--- src/rtl/acsr_pkg.sv ---
package acsr_pkg;

  // Default geometry of the line.
  localparam int unsigned ACSR_SEG_DEPTH_DEF = 16;
  localparam int unsigned ACSR_NUM_SEGS_DEF  = 8;

  // Width of an index that selects one of n items (at least 1).
  function automatic int unsigned acsr_idx_w(input int unsigned n);
    int unsigned w;
    w = 1;
    while ((1 << w) < n) w++;
    return w;
  endfunction

endpackage

--- src/rtl/acsr_seg.sv ---
// One 16-deep (parameterised) shift segment with addressable tap and a
// fixed last-bit cascade output. The storage has no reset by intent.
module acsr_seg #(
  parameter int unsigned DEPTH = acsr_pkg::ACSR_SEG_DEPTH_DEF,
  localparam int unsigned AW   = acsr_pkg::acsr_idx_w(DEPTH)
) (
  input  logic          clk,
  input  logic          ce,
  input  logic          sin,
  input  logic [AW-1:0] addr,
  output logic          tap,
  output logic          casc
);

  logic [DEPTH-1:0] store_q;
  logic [DEPTH-1:0] store_d;

  // Next state: new bit enters at position 0, older bits move up.
  always_comb begin
    store_d = {store_q[DEPTH-2:0], sin};
  end

  always_ff @(posedge clk) begin
    if (ce) begin
      store_q <= store_d;
    end
  end

  // Asynchronous read of the addressed position.
  always_comb begin
    tap = store_q[addr];
  end

  // Dedicated path from the last position, independent of addr.
  assign casc = store_q[DEPTH-1];

endmodule

--- src/rtl/acsr_tap_tree.sv ---
// Tree of 2:1 multiplexers that picks one segment tap; stage s
// combines neighbouring pairs using select bit s-1.
module acsr_tap_tree #(
  parameter int unsigned N  = acsr_pkg::ACSR_NUM_SEGS_DEF,
  localparam int unsigned SW = acsr_pkg::acsr_idx_w(N)
) (
  input  logic [N-1:0]  leaves,
  input  logic [SW-1:0] sel,
  output logic          out
);

  for (genvar s = 0; s <= SW; s++) begin : stage_g
    localparam int unsigned WIDTH = N >> s;
    logic [WIDTH-1:0] v;
    if (s == 0) begin : leaf_g
      assign v = leaves;
    end else begin : mux_g
      for (genvar j = 0; j < WIDTH; j++) begin : pair_g
        assign v[j] = sel[s-1] ? stage_g[s-1].v[2*j+1] : stage_g[s-1].v[2*j];
      end
    end
  end

  assign out = stage_g[SW].v[0];

endmodule

--- src/rtl/acsr_tap_reg.sv ---
// Output flip-flop for a synchronous tap read; reset touches only it.
module acsr_tap_reg (
  input  logic clk,
  input  logic rst_n,
  input  logic ce,
  input  logic d,
  output logic q
);

  logic q_d;

  always_comb begin
    q_d = ce ? d : q;
  end

  always_ff @(posedge clk or negedge rst_n) begin
    if (!rst_n) begin
      q <= 1'b0;
    end else begin
      q <= q_d;
    end
  end

endmodule

--- src/rtl/acsr_chain.sv ---
// Chain of shift segments joined through their cascade paths, with a
// wide tap address selecting any position of the whole line.
module acsr_chain #(
  parameter int unsigned SEG_DEPTH   = acsr_pkg::ACSR_SEG_DEPTH_DEF,
  parameter int unsigned NUM_SEGS    = acsr_pkg::ACSR_NUM_SEGS_DEF,
  parameter bit          USE_OUT_REG = 1'b1,
  localparam int unsigned POS_W  = acsr_pkg::acsr_idx_w(SEG_DEPTH),
  localparam int unsigned SEG_W  = acsr_pkg::acsr_idx_w(NUM_SEGS),
  localparam int unsigned ADDR_W = POS_W + SEG_W
) (
  input  logic              clk,
  input  logic              rst_n,
  input  logic              ce,
  input  logic              din,
  input  logic [ADDR_W-1:0] tap_addr,
  output logic              tap_q,
  output logic              tap_q_reg,
  output logic              casc_out
);

  logic [NUM_SEGS-1:0] seg_sin;
  logic [NUM_SEGS-1:0] seg_tap;
  logic [NUM_SEGS-1:0] seg_casc;
  logic [POS_W-1:0]    pos_sel;
  logic [SEG_W-1:0]    seg_sel;

  assign pos_sel = tap_addr[POS_W-1:0];
  assign seg_sel = tap_addr[ADDR_W-1:POS_W];

  for (genvar k = 0; k < NUM_SEGS; k++) begin : seg_g
    if (k == 0) begin : head_g
      assign seg_sin[k] = din;
    end else begin : link_g
      assign seg_sin[k] = seg_casc[k-1];
    end

    acsr_seg #(
      .DEPTH (SEG_DEPTH)
    ) seg_i (
      .clk  (clk),
      .ce   (ce),
      .sin  (seg_sin[k]),
      .addr (pos_sel),
      .tap  (seg_tap[k]),
      .casc (seg_casc[k])
    );
  end

  acsr_tap_tree #(
    .N (NUM_SEGS)
  ) tree_i (
    .leaves (seg_tap),
    .sel    (seg_sel),
    .out    (tap_q)
  );

  assign casc_out = seg_casc[NUM_SEGS-1];

  if (USE_OUT_REG) begin : oreg_g
    acsr_tap_reg reg_i (
      .clk   (clk),
      .rst_n (rst_n),
      .ce    (ce),
      .d     (tap_q),
      .q     (tap_q_reg)
    );
  end else begin : bypass_g
    assign tap_q_reg = tap_q;
  end

endmodule

--- config.mk ---
export PLATFORM = sky130hd
export DESIGN_NAME = acsr_chain
export DESIGN_NICKNAME = d
export VERILOG_FILES = /design/src/rtl/acsr_pkg.sv /design/src/rtl/acsr_seg.sv /design/src/rtl/acsr_tap_tree.sv /design/src/rtl/acsr_tap_reg.sv /design/src/rtl/acsr_chain.sv
export SDC_FILE = /design/constraint.sdc
export NUM_CORES = 1
export LEC_CHECK = 0
export ABC_CLOCK_PERIOD_IN_PS = 3500
export BUFFER_PORTS_ARGS = -buffer_cell sky130_fd_sc_hd__clkbuf_2
export CAP_MARGIN = 20
export CELL_PAD_IN_SITES_DETAIL_PLACEMENT = 0
export CELL_PAD_IN_SITES_GLOBAL_PLACEMENT = 2
export CORE_UTILIZATION = 35
export DETAILED_ROUTE_END_ITERATION = 7
export GPL_ROUTABILITY_DRIVEN = 0
export PLACE_DENSITY_LB_ADDON = 0.1
export SLEW_MARGIN = 20
export SYNTH_ARGS = -nofsm -noshare
export SYNTH_HDL_FRONTEND = slang
export SYNTH_SLANG_ARGS = --single-unit
--- constraint.sdc ---
create_clock -name clk -period 3.5 [get_ports clk]
set_clock_uncertainty 0.1 [all_clocks]
set_input_delay 0.875 -clock clk [delete_from_list [all_inputs] [get_ports clk]]
set_output_delay 0.875 -clock clk [all_outputs]
set_load 0.02 [all_outputs]
# After elaboration in Yosys (flattened, before gate mapping)
# Index checks and enable logic that the tools add are counted.
[op_classes]
order_cmp = 1
n_mux = 23
[ops]
columns = ["op", "count"]
rows = [
  ["$bmux 1 s4", 8],
  ["$mux 1", 15],
  ["$lt 4x5->1 const B", 1],
]
[word_totals]
ff_bits = 129
inputBits = 11
out_inout_bits = 3
elab_cells = 33

# Longest topological paths before layout
[logic_depth]
ltp_word = 5
ltp_mapped = 10
mapped_depth_nobuf = 6

# By module
# From an unflattened synthesis, not the netlist that was laid out.
[hier_totals]
hier_cells = 189
area_unflattened_um2 = 5028.6
[by_module_without_submodules]
columns = ["module", "n_inst", "cells_per_inst", "area_per_inst_um2", "seq_area_each_um2"]
rows = [
  ["acsr_seg", 8, 23, 615.6, 480.5],
  ["acsr_tap_tree", 1, 3, 63.8, 0.0],
  ["acsr_tap_reg", 1, 2, 40.0, 25.0],
]

# Least setup slack after synthesis
# OpenSTA, ideal clock, no wires.
[synth_timing]
kind = "input to output"
start = "input tap_addr[0]"
end = "output tap_q"
t_arrival_ns = 2.650
t_required_ns = 2.525
path_slack_ns = -0.125
stages = 9
path_buffers = 4
cell_sequence = "buf_6 > buf_12 > buf_4 > buf_6 > mux2i_1 > a31o_2 > o211ai_1 > a21oi_1 > a211oi_1"
[synth_via]
elab_chain_cells = 5
word_cells_on_any_way = 23
classes_between = "mux: 23"
[synth_lines]
columns = ["item", "line_no", "source"]
rows = [
  ["from (decl)", "acsr_chain.sv:15", "input logic [ADDR_W-1:0] tap_addr,"],
  ["$bmux 1 s4", "acsr_seg.sv:31", "tap = store_q[addr];"],
  ["$mux 1 (implied by the code)", "acsr_seg.sv:31", ""],
  ["$mux 1 (2 in a row)", "acsr_tap_tree.sv:19", "assign v[j] = sel[s-1] ? stage_g[s-1].v[2*j+1] : stage_g[s-1].v[2*j];"],
  ["$mux 1 (*)", "acsr_tap_tree.sv:19", ""],
  ["to (decl)", "acsr_chain.sv:16", "output logic tap_q,"],
]
# Mark *: on every way between the ends. The rest lies on a longest branch, timed or not. The select of a mux whose other input is x is not followed.

# Worst setup path in the final report
# Same ends and word-level chain as after synthesis.

==> impl_metrics.yaml <==
synthesis:
  synth_cells: 260
  ys_ff_latch: 129
  synth_edf_count: 128
  synthArstFlopShare_pct: 0.775
  synthFlopType: "edfxtp_1"
  synth_area_sq_um: 5120
  synth_warnings: 0
  ys_seq_area_share_pct: 75.5
  synth_nets: 271
  syn_avg_cell_area_sq_um: 19.7
  synth_cell_types: 34
setup_path:
  crit_fanout: 6
  cp-end-kind: "output pin"
  crit_type: "input pin to output pin"
  r2r_slack_ps: 1120
  crit_path_start_kind: "input pin"
  ff2ff_path_depth: 7
  cp.required_ps: 2520
  reg2reg_from: "seg_g[6].seg_i.store_q[8]$_DFFE_PP_"
  rr_endpoint: "oreg_g.reg_i.q$_DFFE_PN0P_"
  worstPathArrival_ps: 2540
global_route:
  grt_max_degree: 62
  grt-ovfl-total: 0
  grt_pass1_wl_mm: 15.4
  grt_antenna_before_repair: 0
  grt_pass1_vias: 2722
  grt_usage_pct: 14.5
detailed_routing:
  vias: 2471
  drtPass1Iterations: 4
  routedWlPerCell_um: 19.4
  routed_wl_mm: 9.53
  antenna_left: 0
  vias_per_cell: 5.02
  first_iter_violations: 181
  drcViolationCount: 0
clock_network:
  numCtsBuffers: 17
  clk_pin_slew_ps: 60
  htreeDepth: 4
  cts_post_setup_buffers_inserted: 0
  hold_buffers: 0
  cts-root-buf: "clkbuf_16"
  clk_latency_ps: 410
  cts_tree: "done"
  cts_buffer_depth: 2
  cts_sinks: 129
outcome:
  outcome: "finished, violations left"
  violations: "negative setup slack"
power:
  p_sw_mw: 0.797
  p_int_mw: 3.17
  vdd_drop_max_mv: 0.385
  clkPwrFrac_pct: 47.6
  totalPowerFinal_mw: 3.96
  powerDensity_nw_per_um2: 638
  leakage_nw: 2.17
  p_comb_share_pct: 5.9
  p_seq_share_pct: 46.6
  sw_frac_of_total_pct: 20.1
run:
  cap_violations: 0
sta:
  tightest_slew_ps: 577
  period_share_pct: 101
  period_minus_slack_ps: 3520
  hold_viol_final: 0
  maxSlewHeadroom_pct: 61.5
  setup_slack_ps: -17.5
  slew_violations: 0
  finalSetupViolCount: 1
  clock.fmax_mhz: 284
  rsz0062_at_grt: "yes"
finish:
  fin_cells: 492
  fin_nets: 310
  area_growth_pct: 21.3
  diodes: 0
  drive_above_1_share_pct: 32.4
floorplan:
  dieArea_sq_um: 15100
  dieWidth_um: 123
  core_area_sq_um: 14100
  fp.dieH_um: 123
  row_count: 43
  io_pins: 14
  initial_utilization_pct: 36.4
worst_hold_path:
  hold_class: "input pin to asynchronous set/reset pin"
place:
  place_ws_ps: -298
  placedCellCount: 460
  dp_hpwl_mm: 5.88
  portBuffers: 13
## what timing repair did
action | 4_1_cts | 5_1_grt
hold endpoints to repair | 0 | 0
setup endpoints to repair | 1 | 1
pin swaps | 5 | 3
resized for setup | 19 | 3
## layout by cell type, fill, tap and decap left out, types with 7 or more instances in the layout
cell / netlist / routed
buf_4: 3 / 17
clkbuf_16: 0 / 17
clkbuf_2: 0 / 9
edfxtp_1: 128 / 128
nand3_1: 8 / 7
mux2i_1: 26 / 26
nand2_1: 11 / 11
mux2_2: 9 / 9
mux4_2: 13 / 15
## worst max-delay path: stages
cell,delay (ps)
buf_12,110
mux4_2,520
mux4_2,530
nand3_2,80
o2111a_1,180
a211oi_2,90
buf_4,170
## area by class of cell
type	instances	area, sq um
fill	1224	7880
clock buffer	19	433
tap	180	225
timing repair buffer	36	325
sequential	129	3870
clock inverter	13	191
multi-input combinational	115	1170
## synth_stat cells (3+ instances only)
cell	instances	area share, %
a211oi_1	3	0.44
a31o_2	4	0.68
buf_2	3	0.29
buf_4	3	0.44
clkbuf_1	6	0.44
edfxtp_1	128	75
mux2_2	9	2.0
mux2i_1	26	5.1
mux4_1	3	1.5
mux4_2	13	5.7
nand2_1	11	0.81
nand3_1	8	0.78
nand3b_1	3	0.44
nand4_1	4	0.49
nor2_1	3	0.22
o211ai_1	4	0.59
o22ai_1	4	0.49
## worst max-delay path by stage
stage | startpoint | endpoint | slack [ps] | cells after the start
6_report | tap_addr[0] | tap_q | -20 | 7
5_1_grt | tap_addr[0] | tap_q | -110 | 7
4_1_cts | tap_addr[0] | tap_q | -50 | 7
3_5_place_dp | tap_addr[0] | tap_q | -300 | 9
3_3_place_gp | tap_addr[0] | tap_q | -320 | 9
2_1_floorplan | tap_addr[0] | tap_q | 70 | 9
## power groups by stage
stage,sequential [mW],combinational (mW),clock [mW]
after floorplan,1.86,0.130,0
final,1.85,0.232,1.89
after global routing,1.86,0.254,1.99
after CTS,1.85,0.237,1.93
after detailed placement,1.87,0.225,0
after global placement,1.87,0.227,0
## stage by stage
stage | hold slack (ps) | instance area, sq um | util, % | TNS (ps)
6_report | 142 | 6220 | 44.1 | -17.5
5_1_grt | 116 | 6220 | 44.1 | -107
4_1_cts | 117 | 6220 | 44.1 | -46.7
3_5_place_dp | 326 | 5530 | 39.2 | -298
3_3_place_gp | 324 | 5530 | 39.2 | -318
2_1_floorplan | 317 | 5130 | - | 0
## cell families (layout without fill, tap and decap cells)
group | after synthesis | count (layout) | synth area share (%)
flip-flops | 129 | 129 | 75.5
AO/OA/AOI/OAI | 24 | 24 | 3.69
multiplexers | 52 | 52 | 14.6
buffers and inverters | 16 | 68 | 2.07
AND/OR/NAND/NOR | 39 | 39 | 4.15
## flip-flops by register name, summed over array words and instances (netlist names)
register             flops
seg_g.seg_i.store_q    128
oreg_g.reg_i.q           1
## metal layers
layer / vias to the layer above / wire length [um] / global-route usage [%]
met3: 11 / 340 / 4.70
met2: 44 / 4510 / 21.5
met5: - / 0 / 0
met4: 0 / 164 / 7.45
met1: 1265 / 4510 / 19.0
li1: 1151 / - / -
Power figures use the tool's default switching activity.
